`src/rtl/tlb_pkg.sv`:
```
package tlb_pkg;
    localparam int VA_W    = 48;
    localparam int OFF_W   = 12;
    localparam int VPN_W   = VA_W - OFF_W;
    localparam int HUGE_LO = 9;
    localparam int ASID_W  = 8;

    typedef enum logic [1:0] {
        ACC_RD  = 2'd0,
        ACC_WR  = 2'd1,
        ACC_EX  = 2'd2,
        ACC_RSV = 2'd3
    } acc_e;

    typedef struct packed {
        logic              valid;
        logic              glob;
        logic              huge;
        logic [2:0]        perm;
        logic              refd;
        logic              dirty;
        logic [ASID_W-1:0] asid;
        logic [VPN_W-1:0]  vpn;
    } tag_t;

    function automatic logic perm_ok(logic [2:0] perm, logic [1:0] acc);
        case (acc)
            ACC_RD:  return perm[0];
            ACC_WR:  return perm[1];
            ACC_EX:  return perm[2];
            default: return 1'b0;
        endcase
    endfunction
endpackage

```
`src/rtl/tlb_cam.sv`:
```
module tlb_cam
    import tlb_pkg::*;
#(
    parameter int ENTRIES = 16
) (
    input  tag_t [ENTRIES-1:0] tags,
    input  logic [VPN_W-1:0]   vpn,
    input  logic [ASID_W-1:0]  asid,
    output logic [ENTRIES-1:0] match
);
    for (genvar g = 0; g < ENTRIES; g++) begin : g_cmp
        logic space_ok;
        logic page_ok;
        assign space_ok = tags[g].glob || (tags[g].asid == asid);
        assign page_ok  = tags[g].huge
                        ? (tags[g].vpn[VPN_W-1:HUGE_LO] == vpn[VPN_W-1:HUGE_LO])
                        : (tags[g].vpn == vpn);
        assign match[g] = tags[g].valid && space_ok && page_ok;
    end
endmodule

```
`src/rtl/tlb_pick.sv`:
```
module tlb_pick #(
    parameter int WIDTH = 16,
    parameter int IW    = 4
) (
    input  logic [WIDTH-1:0] req,
    output logic             found,
    output logic [IW-1:0]    idx
);
    always_comb begin
        found = 1'b0;
        idx   = '0;
        for (int i = WIDTH - 1; i >= 0; i--) begin
            if (req[i]) begin
                found = 1'b1;
                idx   = IW'(i);
            end
        end
    end
endmodule

```
`src/rtl/tlb_clock.sv`:
```
module tlb_clock #(
    parameter int ENTRIES = 16,
    parameter int IW      = 4
) (
    input  logic [ENTRIES-1:0] refd,
    input  logic [IW-1:0]      ptr,
    output logic [IW-1:0]      victim,
    output logic [ENTRIES-1:0] clr,
    output logic [IW-1:0]      ptr_next
);
    logic done;

    always_comb begin
        done   = 1'b0;
        victim = ptr;
        clr    = '0;
        for (int k = 0; k < ENTRIES; k++) begin
            if (!done) begin
                if (refd[(int'(ptr) + k) % ENTRIES]) begin
                    clr[(int'(ptr) + k) % ENTRIES] = 1'b1;
                end else begin
                    victim = IW'((int'(ptr) + k) % ENTRIES);
                    done   = 1'b1;
                end
            end
        end
        ptr_next = (int'(victim) + 1 == ENTRIES) ? '0 : victim + 1'b1;
    end
endmodule

```
`src/rtl/tlb_xlate.sv`:
```
module tlb_xlate
    import tlb_pkg::*;
#(
    parameter int ENTRIES = 16,
    parameter int PA_W    = 40
) (
    input  logic                    clk,
    input  logic                    rst_n,
    input  logic                    lk_valid,
    input  logic [VA_W-1:0]         lk_vaddr,
    input  logic [ASID_W-1:0]       lk_asid,
    input  logic [1:0]              lk_acc,
    output logic                    lk_hit,
    output logic                    lk_fault,
    output logic                    lk_dirty,
    output logic [PA_W-1:0]         lk_paddr,
    input  logic                    fill_valid,
    input  logic [VPN_W-1:0]        fill_vpn,
    input  logic [ASID_W-1:0]       fill_asid,
    input  logic [PA_W-OFF_W-1:0]   fill_pfn,
    input  logic [2:0]              fill_perm,
    input  logic                    fill_global,
    input  logic                    fill_huge,
    input  logic                    flush_all,
    input  logic                    flush_asid_en,
    input  logic [ASID_W-1:0]       flush_asid
);
    localparam int PFN_W = PA_W - OFF_W;
    localparam int IW    = (ENTRIES > 1) ? $clog2(ENTRIES) : 1;

    tag_t [ENTRIES-1:0] tags;
    logic [PFN_W-1:0]   pfns [ENTRIES];
    logic [IW-1:0]      clk_ptr;

    // lookup path
    logic [VPN_W-1:0]   lk_vpn;
    logic [ENTRIES-1:0] lk_match;
    logic               lk_found;
    logic [IW-1:0]      lk_idx;
    tag_t               sel_tag;
    logic [PFN_W-1:0]   sel_pfn;
    logic               allow;

    assign lk_vpn = lk_vaddr[VA_W-1:OFF_W];

    tlb_cam #(.ENTRIES(ENTRIES)) u_lk_cam (
        .tags(tags), .vpn(lk_vpn), .asid(lk_asid), .match(lk_match)
    );
    tlb_pick #(.WIDTH(ENTRIES), .IW(IW)) u_lk_pick (
        .req(lk_match), .found(lk_found), .idx(lk_idx)
    );

    always_comb begin
        sel_tag  = tags[lk_idx];
        sel_pfn  = pfns[lk_idx];
        allow    = perm_ok(sel_tag.perm, lk_acc);
        lk_hit   = lk_valid && lk_found && allow;
        lk_fault = lk_valid && lk_found && !allow;
        lk_dirty = lk_hit && sel_tag.dirty;
        if (!lk_hit) begin
            lk_paddr = '0;
        end else if (sel_tag.huge) begin
            lk_paddr = {sel_pfn[PFN_W-1:HUGE_LO], lk_vaddr[OFF_W+HUGE_LO-1:0]};
        end else begin
            lk_paddr = {sel_pfn, lk_vaddr[OFF_W-1:0]};
        end
    end

    // fill path
    logic [ENTRIES-1:0] fl_match;
    logic [ENTRIES-1:0] empty_vec;
    logic [ENTRIES-1:0] refd_vec;
    logic               dup_found;
    logic [IW-1:0]      dup_idx;
    logic               inv_found;
    logic [IW-1:0]      inv_idx;
    logic [IW-1:0]      victim;
    logic [IW-1:0]      ptr_nxt;
    logic [ENTRIES-1:0] clr_mask;
    logic               use_clock;
    logic [IW-1:0]      fill_slot;
    tag_t               fill_tag;

    always_comb begin
        for (int i = 0; i < ENTRIES; i++) begin
            empty_vec[i] = !tags[i].valid;
            refd_vec[i]  = tags[i].refd;
        end
    end

    tlb_cam #(.ENTRIES(ENTRIES)) u_fl_cam (
        .tags(tags), .vpn(fill_vpn), .asid(fill_asid), .match(fl_match)
    );
    tlb_pick #(.WIDTH(ENTRIES), .IW(IW)) u_dup_pick (
        .req(fl_match), .found(dup_found), .idx(dup_idx)
    );
    tlb_pick #(.WIDTH(ENTRIES), .IW(IW)) u_inv_pick (
        .req(empty_vec), .found(inv_found), .idx(inv_idx)
    );
    tlb_clock #(.ENTRIES(ENTRIES), .IW(IW)) u_clock (
        .refd(refd_vec), .ptr(clk_ptr), .victim(victim),
        .clr(clr_mask), .ptr_next(ptr_nxt)
    );

    always_comb begin
        use_clock = !dup_found && !inv_found;
        if (dup_found)      fill_slot = dup_idx;
        else if (inv_found) fill_slot = inv_idx;
        else                fill_slot = victim;
        fill_tag.valid = 1'b1;
        fill_tag.glob  = fill_global;
        fill_tag.huge  = fill_huge;
        fill_tag.perm  = fill_perm;
        fill_tag.refd  = 1'b0;
        fill_tag.dirty = 1'b0;
        fill_tag.asid  = fill_asid;
        fill_tag.vpn   = fill_vpn;
    end

    // state update: clock clears, hit marks, flushes, fill
    always_ff @(posedge clk or negedge rst_n) begin
        if (!rst_n) begin
            tags    <= '0;
            clk_ptr <= '0;
            for (int i = 0; i < ENTRIES; i++) pfns[i] <= '0;
        end else begin
            if (fill_valid && use_clock) begin
                for (int i = 0; i < ENTRIES; i++) begin
                    if (clr_mask[i]) tags[i].refd <= 1'b0;
                end
                clk_ptr <= ptr_nxt;
            end
            if (lk_hit) begin
                tags[lk_idx].refd <= 1'b1;
                if (lk_acc == ACC_WR) tags[lk_idx].dirty <= 1'b1;
            end
            for (int i = 0; i < ENTRIES; i++) begin
                if (!tags[i].glob &&
                    (flush_all || (flush_asid_en && tags[i].asid == flush_asid))) begin
                    tags[i].valid <= 1'b0;
                end
            end
            if (fill_valid) begin
                tags[fill_slot] <= fill_tag;
                pfns[fill_slot] <= fill_pfn;
            end
        end
    end
endmodule

```
`config.mk`:
```
export PLATFORM = sky130hd
export DESIGN_NAME = tlb_xlate
export DESIGN_NICKNAME = d
export VERILOG_FILES = /design/src/rtl/tlb_pkg.sv /design/src/rtl/tlb_cam.sv /design/src/rtl/tlb_pick.sv /design/src/rtl/tlb_clock.sv /design/src/rtl/tlb_xlate.sv
export SDC_FILE = /design/constraint.sdc
export NUM_CORES = 2
export LEC_CHECK = 0
export BUFFER_PORTS_ARGS = -buffer_cell sky130_fd_sc_hd__buf_2
export CAP_MARGIN = 20
export CORE_MARGIN = 5
export CORE_UTILIZATION = 57
export DETAILED_ROUTE_END_ITERATION = 8
export GPL_TIMING_DRIVEN = 0
export PLACE_DENSITY = 0.83
export SLEW_MARGIN = 0
export SYNTH_ARGS = -nofsm -noshare
export SYNTH_HDL_FRONTEND = slang
export SYNTH_SLANG_ARGS = --single-unit
```
`constraint.sdc`:
```
create_clock -name clk -period 8.2 [get_ports clk]
set_clock_uncertainty 0.05 [all_clocks]
set_input_delay 1.64 -clock clk [delete_from_list [all_inputs] [get_ports clk]]
set_output_delay 1.64 -clock clk [all_outputs]
set_load 0.02 [all_outputs]
```
==> impl_summary.log <==
INFO  metric fmax = approximately 120 MHz
INFO  metric p_sw = 6368 uW
INFO  metric detail_route.iter0.violations = 11280
INFO  metric grt_setup_unrepaired = yes
INFO  metric p_per_area = 213.5 nW/um^2
INFO  metric worst_case_setup_slack_after_placement = -3397 ps
INFO  metric synth.largest_area_cell = sky130_fd_sc_hd__dfrtp_1
INFO  metric cell_count_final_fillers_out = 9715
INFO  metric final_max_slew_viol_count = 0
INFO  metric synth.yosys.warnings = 0
INFO  metric clock-sinks = 1284
INFO  metric min_delay_worst_endpoint = pfns[406]$_DFFE_PN0P_
INFO  metric die_width = 385.1 um
INFO  metric layout.nets = 7867
INFO  metric critical_path_required = a little under 9000 ps
INFO  metric cp-end-kind = flop
INFO  metric postSynth.topFlopCell = sky130_fd_sc_hd__dfrtp_1
INFO  metric num_io_pins = 192
INFO  metric wire_length_of_the_first_global_routing_pass = ~500000 um
INFO  metric grt_usage = 0.4765
INFO  metric violations_in_the_final_reports = negative setup slack
INFO  metric class_of_the_tightest_hold_or_removal_check = reg2reg
INFO  metric synthDistinctLibCells = 99
INFO  metric worst_slew_pin_slew = 1404 ps
INFO  metric post_route_cells_drive_above_1_share = 0.2810
INFO  metric pin_count_of_the_biggest_net_entering_global_routing = 161
INFO  metric power.switching_fraction = 0.3274
INFO  metric drt_pre_antenna_iters = 9
INFO  metric clk_path_buf_depth = 3
INFO  metric timing.final.ws_setup = -441.7 ps
INFO  metric drc = 0
INFO  metric average_vias_per_placed_instance = between 7 and 8
INFO  metric critical_path.startpoint_type = input port
INFO  metric critical_path.max_fanout = 10
INFO  metric final_antenna_net_count = 0
INFO  metric synth_cells = 7368
INFO  metric io_buffer_count = 92
INFO  metric total_of_max_cap_violations = 0
INFO  metric placedCellCount = 9391
INFO  metric synth_edf_count = 0
INFO  metric comb_power_share = 0.239
INFO  metric leading_cell_types_in_the_layout_fill_and_taps_excluded = 1284 x sky130_fd_sc_hd__dfrtp_1, 1120 x sky130_fd_sc_hd__mux2_2, 795 x sky130_fd_sc_hd__xnor2_1
INFO  metric syn_avg_cell_area = 10.88 sq um
INFO  metric initial_core_util = 0.5741
INFO  metric worstPathArrival = 9280 ps
INFO  metric r2r.worst_path.cells = 21
INFO  metric synth_top_cell_area_share = 0.4006
INFO  metric worst_hold_path.num_cells = 1
INFO  metric worstHoldStart = pfns[406]$_DFFE_PN0P_
INFO  metric cts.root.buffer_cell = sky130_fd_sc_hd__clkbuf_16
INFO  metric grt_antenna_before_repair = 41
INFO  metric postSynth.asyncResetShare = 1.000
INFO  metric design.die.area = 148300 sq um
INFO  metric outcome = finished, violations left
INFO  metric period_minus_slack = 8642 ps
INFO  metric finalHoldViolCount = 0
INFO  metric r2r_start = clk_ptr[1]$_DFFE_PN0P_
INFO  metric max_slew_margin = 0.06368
INFO  metric path_class = in2reg
INFO  metric worst_setup_hold_path_clk_slew = around 60 ps
INFO  metric row_count = 137
INFO  metric cts_hold_repair.buffers = 0
INFO  metric fraction_of_power_consumed_by_the_clock_network = 0.350
INFO  metric synthesized_nets = 7531
INFO  metric placeableCoreArea = 139700 sq um
INFO  metric total_leakage_power = between 0.04 and 0.05 uW
INFO  metric r2r_setup_slack = 10 ps
INFO  metric area.growth.synth_to_final = 13.62%
INFO  metric layout.cells.most_common = sky130_fd_sc_hd__dfrtp_1
INFO  metric setup_viol_count_final = 566
INFO  metric rr_endpoint = tags[670]$_DFFE_PN0P_
INFO  metric synth.area.top_cells = sky130_fd_sc_hd__dfrtp_1 40%, sky130_fd_sc_hd__mux2_2 16%, sky130_fd_sc_hd__xnor2_1 9.1%, sky130_fd_sc_hd__xor2_1 7.8%, sky130_fd_sc_hd__nand4_1 3.1%
INFO  metric postSynthRegisterBits = ~1300
INFO  metric synth.yosys.seq_area_share = 0.4006
INFO  metric place.detailed.hpwl = approximately 260000 um
INFO  metric final_design_area_no_fill = roughly 90000 sq um
INFO  metric number_of_global_route_vias_before_repair = 67990
INFO  metric share_of_the_clock_period_used_by_the_worst_path_after_layout = 1.054
INFO  metric ctsHtreeMaxLevel = 4
INFO  metric die_height = 385.1 um
INFO  metric power.ir.vdd_worst = 0.0002164 V
INFO  metric tritoncts.num_buffers = 143
INFO  metric detailroute.via_count = about 70000
INFO  metric tritoncts = built
INFO  metric synth_area = between 80000 and 90000 sq um
INFO  metric hold_ws = 439.5 ps
INFO  metric power.sequential.fraction = 0.412
INFO  metric placedInstanceArea = 83860 sq um
INFO  metric wire_per_inst = 37.28 um
INFO  metric drt_wl_total = 362200 um
INFO  metric gp_congestion = 1.085
INFO  metric clk_latency = 810 ps
INFO  metric globalRouteOverflowTotal = 0
INFO  metric cell_internal_pwr = 13080 uW
==> per-layer routing <==
metal | share of wire | up-vias | GRT usage | routed length, um
li1 | - | 27310 | - | -
met1 | 0.35 | 34670 | 0.5864 | 126600
met2 | 0.40 | 6101 | 0.6679 | 146500
met3 | 0.15 | 1831 | 0.1959 | 54050
met4 | 0.095 | 22 | 0.3525 | 34240
met5 | 0.0021 | - | 0.01885 | 770
==> final cells by class <==
type | instances | area, sq um
fill | 10670 | 48580
multi-input combinational | 5444 | 46180
sequential | 1284 | 32130
clock buffer | 202 | 4165
buffer | 596 | 3600
tap | 1876 | 2347
timing repair buffer | 202 | 1809
clock inverter | 55 | 708.2
inverter | 33 | 123.9
antenna | 23 | 57.56
==> state kept, by name, indices dropped and copies added, names as in the netlist <==
name / flops
tags: 816
pfns: 448
clk_ptr: 4
refd_vec: 16
==> worst max-delay path, stage by stage <==
cell	delay [ps]
sky130_fd_sc_hd__clkbuf_1	820
sky130_fd_sc_hd__buf_2	800
sky130_fd_sc_hd__buf_2	800
sky130_fd_sc_hd__xor2_1	240
sky130_fd_sc_hd__nor4_1	90
sky130_fd_sc_hd__nand3_1	290
sky130_fd_sc_hd__or4_1	270
sky130_fd_sc_hd__o31ai_1	260
sky130_fd_sc_hd__nor4_1	1070
sky130_fd_sc_hd__nand2_1	190
sky130_fd_sc_hd__a211o_1	310
sky130_fd_sc_hd__nand3_1	420
sky130_fd_sc_hd__or3_1	190
sky130_fd_sc_hd__clkbuf_2	650
sky130_fd_sc_hd__buf_2	760
sky130_fd_sc_hd__mux2_2	420
==> kinds of logic (layout without fill, tap and decap cells) <==
group / Yosys count / after routing / share of synthesized area
flip-flops: 1284 / 1284 / 0.4006
AO/OA/AOI/OAI: 721 / 721 / 0.06103
XOR/XNOR: 1555 / 1555 / 0.1708
buffers and inverters: 640 / 1088 / 0.03705
other: 0 / 23 / 0
adder cells (fa/ha/maj): 14 / 14 / 0.002184
AND/OR/NAND/NOR: 1704 / 1704 / 0.1190
multiplexers: 1450 / 1450 / 0.2093
==> cell usage after synthesis (36+ instances only) <==
library cell / number
sky130_fd_sc_hd__or4_1: 57
sky130_fd_sc_hd__nor3_1: 77
sky130_fd_sc_hd__mux2_1: 50
sky130_fd_sc_hd__a31oi_1: 47
sky130_fd_sc_hd__nor2_1: 133
sky130_fd_sc_hd__xor2_1: 717
sky130_fd_sc_hd__and3_1: 57
sky130_fd_sc_hd__mux2_2: 1120
sky130_fd_sc_hd__dfrtp_1: 1284
sky130_fd_sc_hd__nor4_1: 230
sky130_fd_sc_hd__nand3_1: 119
sky130_fd_sc_hd__xnor2_1: 831
sky130_fd_sc_hd__nand4_1: 396
sky130_fd_sc_hd__buf_2: 206
sky130_fd_sc_hd__a21oi_1: 185
sky130_fd_sc_hd__mux2_4: 86
sky130_fd_sc_hd__mux2i_1: 163
sky130_fd_sc_hd__clkbuf_1: 329
sky130_fd_sc_hd__nand2_1: 422
sky130_fd_sc_hd__o21ai_0: 128
sky130_fd_sc_hd__buf_6: 36
==> power by group through the flow <==
stage | logic [uW] | registers [uW] | clock network (uW)
2_1_floorplan | 2970 | 7820 | 0
3_3_place_gp | 4180 | 8020 | 0
3_5_place_dp | 4320 | 8060 | 0
4_1_cts | 4430 | 7960 | 6740
5_1_grt | 4800 | 8070 | 7000
6_report | 4640 | 8010 | 6800
==> timing repair <==
| action | 4_1_cts | 5_1_grt |
|---|---|---|
| resized for setup | 398 | 115 |
| pin swaps | 24 | 24 |
| setup endpoints to repair | 191 | 584 |
| buffers inserted | 25 | 20 |
| gates cloned | 0 | 0 |
==> stage by stage <==
stage | power, uW | utilization | TNS, ps
2_1_floorplan | 10800 | - | 0
5_1_grt | 19880 | 0.6519 | -2459
3_3_place_gp | 12200 | 0.5942 | -
4_1_cts | 19140 | 0.6470 | 0
3_5_place_dp | 12380 | 0.6003 | -794640
6_report | 19450 | 0.6523 | -77180
==> worst max-delay path by stage <==
stage | startpoint | slack (ps) | to
3_5_place_dp | lk_vaddr[28] | -3400 | lk_paddr[18]
4_1_cts | lk_vaddr[33] | 5 | lk_paddr[23]
5_1_grt | lk_asid[5] | -110 | lk_paddr[29]
3_3_place_gp | rst_n | -22430 | pfns[416]$_DFFE_PN0P_
2_1_floorplan | lk_vaddr[34] | 490 | lk_paddr[20]
6_report | fill_vpn[30] | -440 | tags[615]$_DFFE_PN0P_
No activity file was read; power rests on OpenSTA's default activity.
